### src/rtl/sflash_pkg.sv
package sflash_pkg;
  localparam int OP_W = 8;
  localparam int WEN_W = 2;
  localparam logic [WEN_W-1:0] WEN_OFF = 2'b10;
  localparam logic [OP_W-1:0] OP_WREN = 8'h06;
  localparam logic [OP_W-1:0] OP_RDSR = 8'h05;

  typedef enum logic [1:0] {OWN_NONE, OWN_ENG, OWN_HW, OWN_SW} owner_e;
  typedef enum logic [2:0] {S_IDLE, S_WAIT, S_WREN, S_ERASE, S_POLL} seq_e;
endpackage

### src/rtl/sflash_arb.sv
module sflash_arb
  import sflash_pkg::*;
(
  input  logic clk,
  input  logic rst_n,
  input  logic eng_req_i,
  input  logic hw_req_i,
  input  logic sw_req_i,
  output logic eng_gnt_o,
  output logic hw_gnt_o,
  output logic sw_gnt_o
);
  owner_e owner_q;

  always_ff @(posedge clk) begin
    if (!rst_n) owner_q <= OWN_NONE;
    else begin
      unique case (owner_q)
        OWN_NONE: begin
          if (eng_req_i)     owner_q <= OWN_ENG;
          else if (hw_req_i) owner_q <= OWN_HW;
          else if (sw_req_i) owner_q <= OWN_SW;
        end
        OWN_ENG: if (!eng_req_i) owner_q <= OWN_NONE;
        OWN_HW:  if (!hw_req_i)  owner_q <= OWN_NONE;
        OWN_SW:  if (!sw_req_i)  owner_q <= OWN_NONE;
        default: owner_q <= OWN_NONE;
      endcase
    end
  end

  assign eng_gnt_o = (owner_q == OWN_ENG);
  assign hw_gnt_o  = (owner_q == OWN_HW);
  assign sw_gnt_o  = (owner_q == OWN_SW);

  p_onehot_grant_r3: assert property (@(posedge clk) disable iff (!rst_n)
    $onehot0({eng_gnt_o, hw_gnt_o, sw_gnt_o}));
  p_no_preempt_r3: assert property (@(posedge clk) disable iff (!rst_n)
    (sw_gnt_o && sw_req_i) |=> sw_gnt_o);
  p_hw_first_r3: assert property (@(posedge clk) disable iff (!rst_n)
    (!eng_gnt_o && !hw_gnt_o && !sw_gnt_o && hw_req_i && sw_req_i && !eng_req_i) |=> hw_gnt_o);
endmodule

### src/rtl/sflash_shifter.sv
module sflash_shifter #(
  parameter int W = 8
) (
  input  logic         clk,
  input  logic         rst_n,
  input  logic         start_i,
  input  logic [W-1:0] byte_i,
  input  logic         rd_i,
  input  logic         miso_i,
  output logic         sck_o,
  output logic         cs_n_o,
  output logic         mosi_o,
  output logic         done_o,
  output logic [W-1:0] rx_o
);
  localparam int CW = $clog2(2 * W) + 1;

  logic          act_q, ph_q, sck_q, cs_n_q, done_q;
  logic [W-1:0]  sh_q, rx_q;
  logic [CW-1:0] cnt_q, last_q;

  always_ff @(posedge clk) begin
    if (!rst_n) begin
      act_q <= 1'b0; ph_q <= 1'b0; sck_q <= 1'b0; cs_n_q <= 1'b1;
      done_q <= 1'b0; sh_q <= '0; rx_q <= '0; cnt_q <= '0; last_q <= '0;
    end else begin
      done_q <= 1'b0;
      if (start_i && !act_q) begin
        act_q  <= 1'b1;
        cs_n_q <= 1'b0;
        sck_q  <= 1'b0;
        ph_q   <= 1'b0;
        sh_q   <= byte_i;
        cnt_q  <= '0;
        last_q <= rd_i ? CW'(2 * W - 1) : CW'(W - 1);
      end else if (act_q) begin
        if (!ph_q) begin
          sck_q <= 1'b1;
          ph_q  <= 1'b1;
        end else begin
          sck_q <= 1'b0;
          ph_q  <= 1'b0;
          rx_q  <= {rx_q[W-2:0], miso_i};
          sh_q  <= {sh_q[W-2:0], 1'b0};
          if (cnt_q == last_q) begin
            act_q  <= 1'b0;
            cs_n_q <= 1'b1;
            done_q <= 1'b1;
          end else begin
            cnt_q <= cnt_q + 1'b1;
          end
        end
      end
    end
  end

  assign sck_o  = sck_q;
  assign cs_n_o = cs_n_q;
  assign mosi_o = sh_q[W-1];
  assign done_o = done_q;
  assign rx_o   = rx_q;

  p_sck_idle_low_r10: assert property (@(posedge clk) disable iff (!rst_n)
    cs_n_q |-> !sck_q);
  p_cs_gap_r10: assert property (@(posedge clk) disable iff (!rst_n)
    done_q |-> cs_n_q);
endmodule

### src/rtl/sflash_seq.sv
module sflash_seq
  import sflash_pkg::*;
(
  input  logic            clk,
  input  logic            rst_n,
  input  logic            erase_go_i,
  input  logic            poll_go_i,
  input  logic [OP_W-1:0] op_i,
  input  logic            gnt_i,
  input  logic            done_i,
  input  logic [OP_W-1:0] rx_i,
  output logic            start_o,
  output logic [OP_W-1:0] byte_o,
  output logic            rd_o,
  output logic            req_o,
  output logic            drive_o,
  output logic            hold_o,
  output logic            fin_o
);
  seq_e st_q;
  logic ers_q, start_q, rd_q, fin_q;
  logic [OP_W-1:0] byte_q;

  always_ff @(posedge clk) begin
    if (!rst_n) begin
      st_q <= S_IDLE; ers_q <= 1'b0; start_q <= 1'b0;
      rd_q <= 1'b0; fin_q <= 1'b0; byte_q <= '0;
    end else begin
      start_q <= 1'b0;
      fin_q   <= 1'b0;
      unique case (st_q)
        S_IDLE: begin
          if (erase_go_i) begin
            ers_q <= 1'b1;
            st_q  <= S_WAIT;
          end else if (poll_go_i) begin
            ers_q <= 1'b0;
            st_q  <= S_POLL;
            start_q <= 1'b1; byte_q <= OP_RDSR; rd_q <= 1'b1;
          end
        end
        S_WAIT: if (gnt_i) begin
          st_q <= S_WREN;
          start_q <= 1'b1; byte_q <= OP_WREN; rd_q <= 1'b0;
        end
        S_WREN: if (done_i) begin
          st_q <= S_ERASE;
          start_q <= 1'b1; byte_q <= op_i; rd_q <= 1'b0;
        end
        S_ERASE: if (done_i) begin
          st_q <= S_POLL;
          start_q <= 1'b1; byte_q <= OP_RDSR; rd_q <= 1'b1;
        end
        S_POLL: if (done_i) begin
          if (rx_i[0]) begin
            start_q <= 1'b1; byte_q <= OP_RDSR; rd_q <= 1'b1;
          end else begin
            st_q  <= S_IDLE;
            ers_q <= 1'b0;
            fin_q <= 1'b1;
          end
        end
        default: st_q <= S_IDLE;
      endcase
    end
  end

  assign start_o = start_q;
  assign byte_o  = byte_q;
  assign rd_o    = rd_q;
  assign req_o   = ers_q && (st_q != S_IDLE);
  assign drive_o = (st_q == S_WREN) || (st_q == S_ERASE) || (st_q == S_POLL);
  assign hold_o  = drive_o && !ers_q;
  assign fin_o   = fin_q;

  p_erase_needs_bus_r9: assert property (@(posedge clk) disable iff (!rst_n)
    ($past(st_q) == S_WAIT && st_q == S_WREN) |-> $past(gnt_i));
endmodule

### src/rtl/sflash_share_ctrl.sv
module sflash_share_ctrl
  import sflash_pkg::*;
#(
  parameter logic [7:0] ERASE_OP_RST = 8'hC7
) (
  input  logic       clk,
  input  logic       rst_n,
  input  logic       sw_req_i,
  output logic       sw_gnt_o,
  input  logic       hw_req_i,
  output logic       hw_gnt_o,
  input  logic       hw_sck_i,
  input  logic       hw_cs_n_i,
  input  logic       hw_mosi_i,
  output logic       hw_miso_o,
  input  logic       sw_sck_i,
  input  logic       sw_cs_n_i,
  input  logic       sw_mosi_i,
  output logic       sw_miso_o,
  input  logic       wen_we_i,
  input  logic [1:0] wen_d_i,
  output logic [1:0] wen_o,
  input  logic       erase_set_i,
  output logic       erase_o,
  input  logic       op_we_i,
  input  logic [7:0] op_d_i,
  input  logic       byte_wr_i,
  output logic       busy_o,
  output logic       fl_sck_o,
  output logic       fl_cs_n_o,
  output logic       fl_mosi_o,
  input  logic       fl_miso_i
);
  logic [WEN_W-1:0] wen_q;
  logic [OP_W-1:0]  op_q, sh_byte, rx;
  logic erase_q, busy_q;
  logic eng_req, eng_gnt, eng_drive, eng_hold, eng_fin;
  logic sh_start, sh_rd, sh_done, sh_sck, sh_cs_n, sh_mosi;
  logic wr_ok, erase_go, poll_go;

  assign wr_ok    = (wen_q != WEN_OFF);
  assign erase_go = erase_q && wen_we_i && (wen_d_i == '0) && !busy_q;
  assign poll_go  = byte_wr_i && sw_gnt_o && wr_ok && !busy_q;

  always_ff @(posedge clk) begin
    if (!rst_n) begin
      wen_q <= WEN_OFF; op_q <= ERASE_OP_RST; erase_q <= 1'b0; busy_q <= 1'b0;
    end else begin
      if (op_we_i) op_q <= op_d_i;
      if (erase_go || poll_go) busy_q <= 1'b1;
      if (erase_set_i && wr_ok && !busy_q) erase_q <= 1'b1;
      if (wen_we_i) begin
        wen_q <= wen_d_i;
        if (wen_d_i == WEN_OFF) erase_q <= 1'b0;
      end
      if (eng_fin) begin
        busy_q  <= 1'b0;
        erase_q <= 1'b0;
      end
    end
  end

  sflash_arb u_arb (
    .clk(clk), .rst_n(rst_n),
    .eng_req_i(eng_req), .hw_req_i(hw_req_i), .sw_req_i(sw_req_i || eng_hold),
    .eng_gnt_o(eng_gnt), .hw_gnt_o(hw_gnt_o), .sw_gnt_o(sw_gnt_o)
  );

  sflash_seq u_seq (
    .clk(clk), .rst_n(rst_n),
    .erase_go_i(erase_go), .poll_go_i(poll_go), .op_i(op_q),
    .gnt_i(eng_gnt), .done_i(sh_done), .rx_i(rx),
    .start_o(sh_start), .byte_o(sh_byte), .rd_o(sh_rd),
    .req_o(eng_req), .drive_o(eng_drive), .hold_o(eng_hold), .fin_o(eng_fin)
  );

  sflash_shifter #(.W(OP_W)) u_sh (
    .clk(clk), .rst_n(rst_n),
    .start_i(sh_start), .byte_i(sh_byte), .rd_i(sh_rd), .miso_i(fl_miso_i),
    .sck_o(sh_sck), .cs_n_o(sh_cs_n), .mosi_o(sh_mosi), .done_o(sh_done), .rx_o(rx)
  );

  always_comb begin
    fl_sck_o = 1'b0; fl_cs_n_o = 1'b1; fl_mosi_o = 1'b0;
    if (eng_drive) begin
      fl_sck_o = sh_sck; fl_cs_n_o = sh_cs_n; fl_mosi_o = sh_mosi;
    end else if (sw_gnt_o) begin
      fl_sck_o = sw_sck_i; fl_cs_n_o = sw_cs_n_i; fl_mosi_o = sw_mosi_i;
    end else if (hw_gnt_o) begin
      fl_sck_o = hw_sck_i; fl_cs_n_o = hw_cs_n_i; fl_mosi_o = hw_mosi_i;
    end
  end

  assign sw_miso_o = sw_gnt_o && fl_miso_i;
  assign hw_miso_o = hw_gnt_o && fl_miso_i;
  assign wen_o     = wen_q;
  assign erase_o   = erase_q;
  assign busy_o    = busy_q;

  p_wp_no_busy_r5: assert property (@(posedge clk) disable iff (!rst_n)
    (wen_q == WEN_OFF && !busy_q) |=> !busy_q);
  p_wp_no_erase_r5: assert property (@(posedge clk) disable iff (!rst_n)
    (wen_q == WEN_OFF && !erase_q && !wen_we_i) |=> !erase_q);
  p_fin_clears_r7: assert property (@(posedge clk) disable iff (!rst_n)
    eng_fin |=> (!busy_o && !erase_o));
  p_busy_cause_r6: assert property (@(posedge clk) disable iff (!rst_n)
    $rose(busy_q) |-> $past(byte_wr_i || wen_we_i));
endmodule

### config.mk
export PLATFORM = sky130hd
export DESIGN_NAME = sflash_share_ctrl
export DESIGN_NICKNAME = d
export VERILOG_FILES = /design/src/rtl/sflash_pkg.sv /design/src/rtl/sflash_arb.sv /design/src/rtl/sflash_shifter.sv /design/src/rtl/sflash_seq.sv /design/src/rtl/sflash_share_ctrl.sv
export SDC_FILE = /design/constraint.sdc
export NUM_CORES = 1
export LEC_CHECK = 0
export BUFFER_PORTS_ARGS = -buffer_cell sky130_fd_sc_hd__buf_2
export CORE_ASPECT_RATIO = 1.75
export CORE_MARGIN = 1.5
export CORE_UTILIZATION = 56
export DETAILED_ROUTE_END_ITERATION = 8
export GPL_TIMING_DRIVEN = 0
export HOLD_SLACK_MARGIN = 0.03
export PLACE_DENSITY = 0.79
export SKIP_CTS_REPAIR_TIMING = 1
export SYNTH_ARGS = -nofsm -noshare
export SYNTH_HDL_FRONTEND = slang
export SYNTH_SLANG_ARGS = --single-unit
### constraint.sdc
create_clock -name clk -period 2.15 [get_ports clk]
set_clock_uncertainty 0.15 [all_clocks]
set_input_delay 0.1075 -clock clk [delete_from_list [all_inputs] [get_ports clk]]
set_output_delay 0.1075 -clock clk [all_outputs]
set_load 0.005 [all_outputs]
======== Yosys cells after proc, flatten, opt, wreduce, memory -nomap -nowiden ========
Cells that the tools add are included.
operators by class
  $add $sub $neg .......................... 1
  equal/unequal tests ..................... 23
  mux-type cells .......................... 70
  bitwise gates (word level) .............. 5
  reductions and logical operators ........ 42
operators by type and width
  operator               count
  $mux W8                10
  $mux W1                40
  $pmux W8 S5            1
  $mux W3                7
  $ne A2 B2 Y1 const B   8
  $pmux W3 S5            1
  $logic_and A1 B1 Y1    13
  $mux W2                6
  $reduce_and A3 Y1      4
  $ne A2 B1 Y1 const B   4
  $pmux W2 S4            1
  $reduce_and A4 Y1      2
  $reduce_and A8 Y1      1
  $reduce_bool A2 Y1     4
  $eq A2 B2 Y1 const B   3
  $eq A3 B2 Y1 const B   2
  $reduce_and A6 Y1      1
  $reduce_or A2 Y1       3
  $add A5 B1 Y5 const B  1
  $eq A5 B5 Y1           1
  $not A1 Y1             5
  $pmux W1 S5            1
  $reduce_bool A5 Y1     1
  $logic_not A2 Y1       2
  other kinds (14)       19
storage, ports and cells
  register bits ........................... 52
  input port bits ......................... 25
  output and inout bits ................... 11
  logic and storage cells ................. 160

======== Logic depth before layout (Yosys ltp) ========
Gate-level depths: netlist of run 1.
  depth after elaboration ................. 9
  depth in mapped cells ................... 7
  gate-level depth less buffers ........... 5

======== Cells and area by module ========
From an unflattened synthesis of run 1, not the netlist that was laid out.
unflattened totals
  cell total of the unflattened synthesis .. 300
  area, all modules ....................... 2,570.0 µm²
by module, submodules not included
  module             instances  cells each  area each (µm²)  sequential area each (µm²)
  sflash_shifter     1          128         1,089.8          540.5
  sflash_seq         1          96          804.5            300.3
  sflash_share_ctrl  1          60          556.8            240.2
  sflash_arb         1          16          118.9            40.0

======== Least setup slack after synthesis of run 1 ========
Ideal clock, no wire load.
  path kind ............................... register to register
  start ................................... register u_sh.cnt_q[0]
  end ..................................... register u_sh.cnt_q[2]
  library setup time ...................... 119 ps
  arrival ................................. 1,484 ps
  required time ........................... 1,881 ps
  path slack .............................. 397 ps
  cell stages (with the launch flop) ...... 6
  path buffers ............................ 0
  period minus slack after synthesis ...... 1,753 ps
  cell sequence ........................... dfxtp_1 > or4_4 > a211oi_2 > nor3b_1 > xnor2_1 > nor2_1
between the ends
  longest elaborated chain between the ends .. 3
  elaborated cells on any way between the ends .. 4
  those cells by class .................... add/sub: 1; eq/ne: 1; bitwise: 1; reduce/logical: 1
RTL lines
  item                                                   RTL line              RTL
  start, declared                                        sflash_shifter.sv:20  logic [CW-1:0] cnt_q, last_q;
  start signal, assigned                                 sflash_shifter.sv:50  cnt_q <= cnt_q + 1'b1;
  branches (longest 3 deep; another with $add A5 B1 Y5)  n/a
Parallel ways; which one is timed is not known.
A chain may end at the register's enable or synchronous reset.

==> metrics, run 1 <==
register bit count reported by yosys=just under 50; count of final hold-check violations=0; Setup CP Type=in -> reg; CTS Buf Count=5; Final Setup Violations=0; average via count per standard cell=approximately 5.5; ant diodes=0; worst vdd ir=0.000687 V; Synth area leaders=dfxtp_1, mux2i_1, nand2_1; total core area=~3900 um^2; all-layer global routing usage=22.5%; count leader, synth=dfxtp_1; half-perimeter wire length after placement=between 3 and 4 mm; Post-Route Setup TNS=0 ns; CP Buf/Inv Count=4; cell area after layout=~2800 um^2; post-synthesis cell area=between 2000 and 2500 um^2; H-tree depth=2; syn_area_per_cell=around 9 um^2; root buf cell=clkbuf_8; total of fill cells in the finished design=approximately 340; die width=roughly 52 um; switching share of power=between 20% and 30%; DR vias=roughly 2000; WHS=roughly 0.081 ns; CP max FO=2; row count=30; worst-path cell chain=dlygate4sd3_1 > buf_2 > nand2_1 > dlygate4sd3_1 > nand3_1 > dlygate4sd3_1; Final Power=~2 mW; r2r setup slk=between 0.2 and 0.25 ns; Post-synth EDFFs=0; Int Pwr=around 1.5 mW; CP dominant cell by count=dlygate4sd3_1; non-filler instance count after layout=357; unrepaired setup endpoints after global routing=false; Post-Route WL=between 5 and 6 mm; # DRC=0; initial antenna violation count=0; outcome=finished clean; clock transition at the registers of the reported paths=around 0.090 ns; synth cell count leaders=dfxtp_1, nand2_1, mux2i_1; worst-skew pair later-pin latency=roughly 0.3 ns; CP max stage delay=0.60 ns; Pre-Repair DR Iteration Count=4; P_sw=0.567 mW; leakage=1.28 nW; grt ovf=0; Avg WL per Cell=roughly 14 um; final RePlAce weighted congestion=roughly 0.73; P&R area growth vs syn=22.0%; MaxCap Viol Count=0; slew margin rel.=between 60% and 70%; Hold Crit Class=in -> reg; combinational power share=approximately a fifth; number of global-route vias before repair=around 1700; fmax=499 MHz; fin nets=334; crit share post-route=between 90 and 100%; Setup crit start kind=primary input; Synth top area share=between 40% and 50%; Slowest cell on crit path=dlygate4sd3_1; drt first-iter violations=33; CP Capture Type=register; Syn Inst Count=251; Cell Area, Placed=between 2000 and 3000 um^2; Post-synth ARST share=0%; Reg power frac=46.7%; area leader, netlist=dfxtp_1; ANT nets after route=0; Worst EP arrival=~2 ns; Critical Path RT=approximately 2.2 ns; Die ar.=roughly 4600 um^2; placed cell count=between 300 and 400; CTS tree=done; synth warn=0; syn nets=around 280; Worst Max-Slew Pin Slew=0.594 ns; Clock Tree Buf Depth=2; IO Port Bufs=33; clock share of power=32.7%; CTS Sinks=49; share of layout cells above drive strength 1=approximately 17%; Vert. Die Dim=between 80 and 90 um; largest net degree at the start of global routing=17; Tmin final=~2 ns; Main synth FF type=dfxtp_1; pwr/cell area=722 nW/um^2; first-pass GRT wire length=slightly below 8 mm; sequential share of the synthesized area=a little over two fifths; Final Max Slew Viols=0; Initial Util=about three fifths; Worst path top cell family by delay=buffers and inverters; io pins=36; Distinct cells, synth=49
[state kept, by name, indices dropped and copies added (netlist names), 2 cells and up]
| register | count |
|---|---|
| op_q | 8 |
| u_seq.byte_o | 8 |
| u_sh.sh_q | 8 |
| u_sh.cnt_q | 5 |
| u_seq.st_q | 3 |
| u_arb.owner_q | 2 |
| u_sh.last_q | 2 |
| wen_o | 2 |
[per-layer routing]
metal  global-route usage, %  vias to the layer above  wire [um]
met5                       0                        -          0
met2                    40.1                       43       2700
li1                        -                      998          -
met1                    25.5                      906       2140
met4                    10.0                        0         82
met3                    4.39                        8        149
[layout make-up]
| type | instances | area, um^2 | share of cell area, % |
|---|---|---|---|
| sequential | 49 | 981 | 34.6 |
| clock inverter | 3 | 46.3 | 1.63 |
| buffer | 12 | 50.0 | 1.77 |
| clock buffer | 5 | 68.8 | 2.43 |
| inverter | 7 | 26.3 | 0.927 |
| multi-input combinational | 183 | 1270 | 44.7 |
| timing repair buffer | 50 | 335 | 11.8 |
| tap | 48 | 60.1 | 2.12 |
[metrics by stage]
step                setup slack [ns]  utilization [%]
floorplan                      0.397                -
global placement               0.261             64.7
detailed placement             0.238             64.7
CTS                            0.174             67.6
global route                  0.0525             71.9
finish                         0.147             71.9
[power by group through the flow]
stage	registers (mW)	logic, mW	clock network [mW]
after floorplan	0.972	0.284	0
after global placement	0.976	0.381	0
after detailed placement	0.977	0.390	0
after CTS	0.956	0.393	0.676
after global routing	0.959	0.455	0.712
final	0.956	0.421	0.670
[kinds of logic (layout without fill, tap and decap cells)]
| group | Yosys count | count (layout) | synth area share (%) |
|---|---|---|---|
| fa+ha+maj | 1 | 1 | 0.538 |
| xor+xnor | 4 | 4 | 1.51 |
| flops | 49 | 49 | 42.2 |
| compound gates | 46 | 46 | 16.4 |
| simple gates | 101 | 101 | 22.2 |
| mux | 31 | 31 | 13.9 |
| buf+inv | 19 | 77 | 3.29 |
[cells in the final DEF, fill, tap and decap left out, drive strengths merged, types with 2 or more instances in the layout]
master       count
a21boi           2
o211ai           3
nor3             4
inv              7
dfxtp           49
o221ai           2
xnor2            3
o21bai           2
nor4b            2
nor2            18
clkbuf          15
buf             35
nand2           41
a22oi            2
nor2b           11
a211oi           2
nand3           10
mux2i           31
o211a            8
nand2b           3
o21ai            8
or4              2
dlygate4sd3     17
and2             4
a21oi            8
[tightest hold or removal path: stages]
cell	delay (ns)
buf_2	0.08
o21ba_1	0.17
o221ai_1	0.14
[worst paths after layout]
check                                     from                             to  cells after the start
hold / removal                        sw_req_i  u_arb.owner_q[0]$_SDFFE_PN0P_                      3
setup reg to reg    u_sh.cnt_q[0]$_SDFFE_PP0P_     u_sh.cnt_q[2]$_SDFFE_PP0P_                      5
setup / recovery                    wen_d_i[1]          wen_o[1]$_SDFFE_PN1P_                      6
hold reg to reg   u_seq.byte_o[3]$_SDFFE_PN0P_   u_seq.byte_o[3]$_SDFFE_PN0P_                      2
Note: power is estimated with default switching activity, not from simulation.
==> run 2: changes to the inputs <==
CORE_UTILIZATION = 32   (was 56)
PLACE_DENSITY = unset   (was 0.79)
==> metrics, run 2 (synthesized netlist as in run 1, its figures left out) <==
outcome=finished clean; total core area=6960 um^2 (+77%); share of layout cells above drive strength 1=17.5% (+0.057 points); final RePlAce weighted congestion=0.766 (+5.3%); Initial Util=33.4% (-26 points); Final Power=2.39 mW (+17%); GRT met2 Usage=25.1% (-15 points); Setup crit start kind=primary input; root buf cell=clkbuf_16; Post-Route Setup TNS=0 ns (unchanged); IO Port Bufs=33 (unchanged); Post-Route WL=5.15 mm (+1.5%); ANT nets after route=0 (unchanged); DR vias=1931 (-1.2%); row count=40 (+33%); ant diodes=0 (unchanged); total of fill cells in the finished design=674 (+99%); count of final hold-check violations=0 (unchanged); Setup CP Type=in -> reg; H-tree depth=2 (unchanged); clock transition at the registers of the reported paths=0.07 ns (-0.02 ns); CP Capture Type=register; GR Util met1=16.9% (-8.6 points); number of global-route vias before repair=1838 (+5.8%); initial antenna violation count=0 (unchanged); pwr/cell area=810 nW/um^2 (+12%); grt ovf=0 (unchanged); Vert. Die Dim=116 um (+31%); Final Setup Violations=0 (unchanged); drt first-iter violations=81 (+150%); Worst EP arrival=2.05 ns (about the same); WHS=0.0183 ns (-0.0629 ns); Core Util, Final=42.4% (-30 points); worst-skew pair later-pin latency=0.29 ns (about the same); most frequent cells in the layout=dfxtp_1, nand2_1, buf_2, mux2i_1; crit share post-route=94.0% (+0.84 points); unrepaired setup endpoints after global routing=false; worst vdd ir=0.000356 V (-48%); Tmin final=2.02 ns (+0.0181 ns); largest net degree at the start of global routing=17 (unchanged); io pins=36 (unchanged); first-pass GRT wire length=8.58 mm (+11%); fmax=495 MHz (-0.89%); all-layer global routing usage=14.5% (-8.0 points); CTS tree=done; Die ar.=7800 um^2 (+71%); Final Max Slew Viols=0 (unchanged); MaxCap Viol Count=0 (unchanged); Worst Max-Slew Pin Slew=0.598 ns (+0.00371 ns); Clock Tree Buf Depth=2 (unchanged); average via count per standard cell=4.93 (-10%); fin nets=333 (-0.30%); half-perimeter wire length after placement=3.76 mm (+8.2%); Avg WL per Cell=13.1 um (-7.6%); Critical Path RT=2.18 ns (about the same); CTS Sinks=49 (unchanged); CTS Buf Count=5 (unchanged); grt peak-use layer=met2; Pre-Repair DR Iteration Count=4 (unchanged); die width=67.4 um (+30%); CP max FO=2 (unchanged); Hold Crit Class=in -> reg; leakage=1.31 nW (+2.8%); most common cell after layout, fill and taps aside=dfxtp_1; slew margin rel.=60.1% (-0.25 points); P&R area growth vs syn=26.9%; # DRC=0 (unchanged); met3 GRT Util=2.91% (-1.5 points)
[run 2: cell count changes in the layout (fill, tap and decap cells not counted)]
cell	previous run	this run
inv_6	0	1
dlygate4sd3_1	17	16
clkbuf_8	5	0
clkbuf_16	0	5
bufinv_16	1	2
clkinvlp_4	1	0
clkinv_4	1	0
[run 2: worst paths after layout]
kind	from	endpoint	slack, ns	cells past startpoint
setup reg to reg	busy_o$_SDFFE_PP0P_	u_seq.st_q[1]$_SDFFE_PN0P_	0.22	5
setup / recovery	wen_d_i[1]	wen_o[1]$_SDFFE_PN1P_	0.13	6
hold reg to reg	u_seq.byte_o[5]$_SDFFE_PN0P_	u_seq.byte_o[5]$_SDFFE_PN0P_	0.31	2
hold / removal	hw_req_i	u_arb.owner_q[0]$_SDFFE_PN0P_	0.02	3
[run 2: layer usage]
layer / share of wire, % / wire, um
met2: 52 / 2700
met3: 2.9 / 150
met5: 0 / 0
met1: 43 / 2200
met4: 1.9 / 97
[run 2: worst max-delay path, cell delays in order]
cell and delay, ns:
dlygate4sd3_1 0.53, buf_2 0.12, nand2_1 0.07, dlygate4sd3_1 0.55, nand3_1 0.07, dlygate4sd3_1 0.59
[run 2: through the flow]
step                      setup WS, ns  instance area, um^2  std cells
after floorplan                  0.397                 2320        251
after global placement           0.230                 2590        368
after detailed placement         0.228                 2590        368
after CTS                        0.162                 2790        376
after global routing            0.0245                 2950        392
final                            0.129                 2950        392
[run 2: cell type report]
type                       instances  area, um^2  area share [%]
multi-input combinational        183        1270            43.0
inverter                           7        26.3           0.891
tap                               84         105            3.57
sequential                        49         981            33.3
clock inverter                     3        68.8            2.33
buffer                            12        50.0            1.70
clock buffer                       5         125            4.24
timing repair buffer              49         325            11.0
[run 2: report_power, final]
| part | total, mW | internal (mW) | switching, mW |
|---|---|---|---|
| Sequential | 0.956 | 0.936 | 0.0203 |
| Clock | 1.02 | 0.670 | 0.345 |
| Combinational | 0.416 | 0.195 | 0.222 |
| Total | 2.39 | 1.80 | 0.587 |
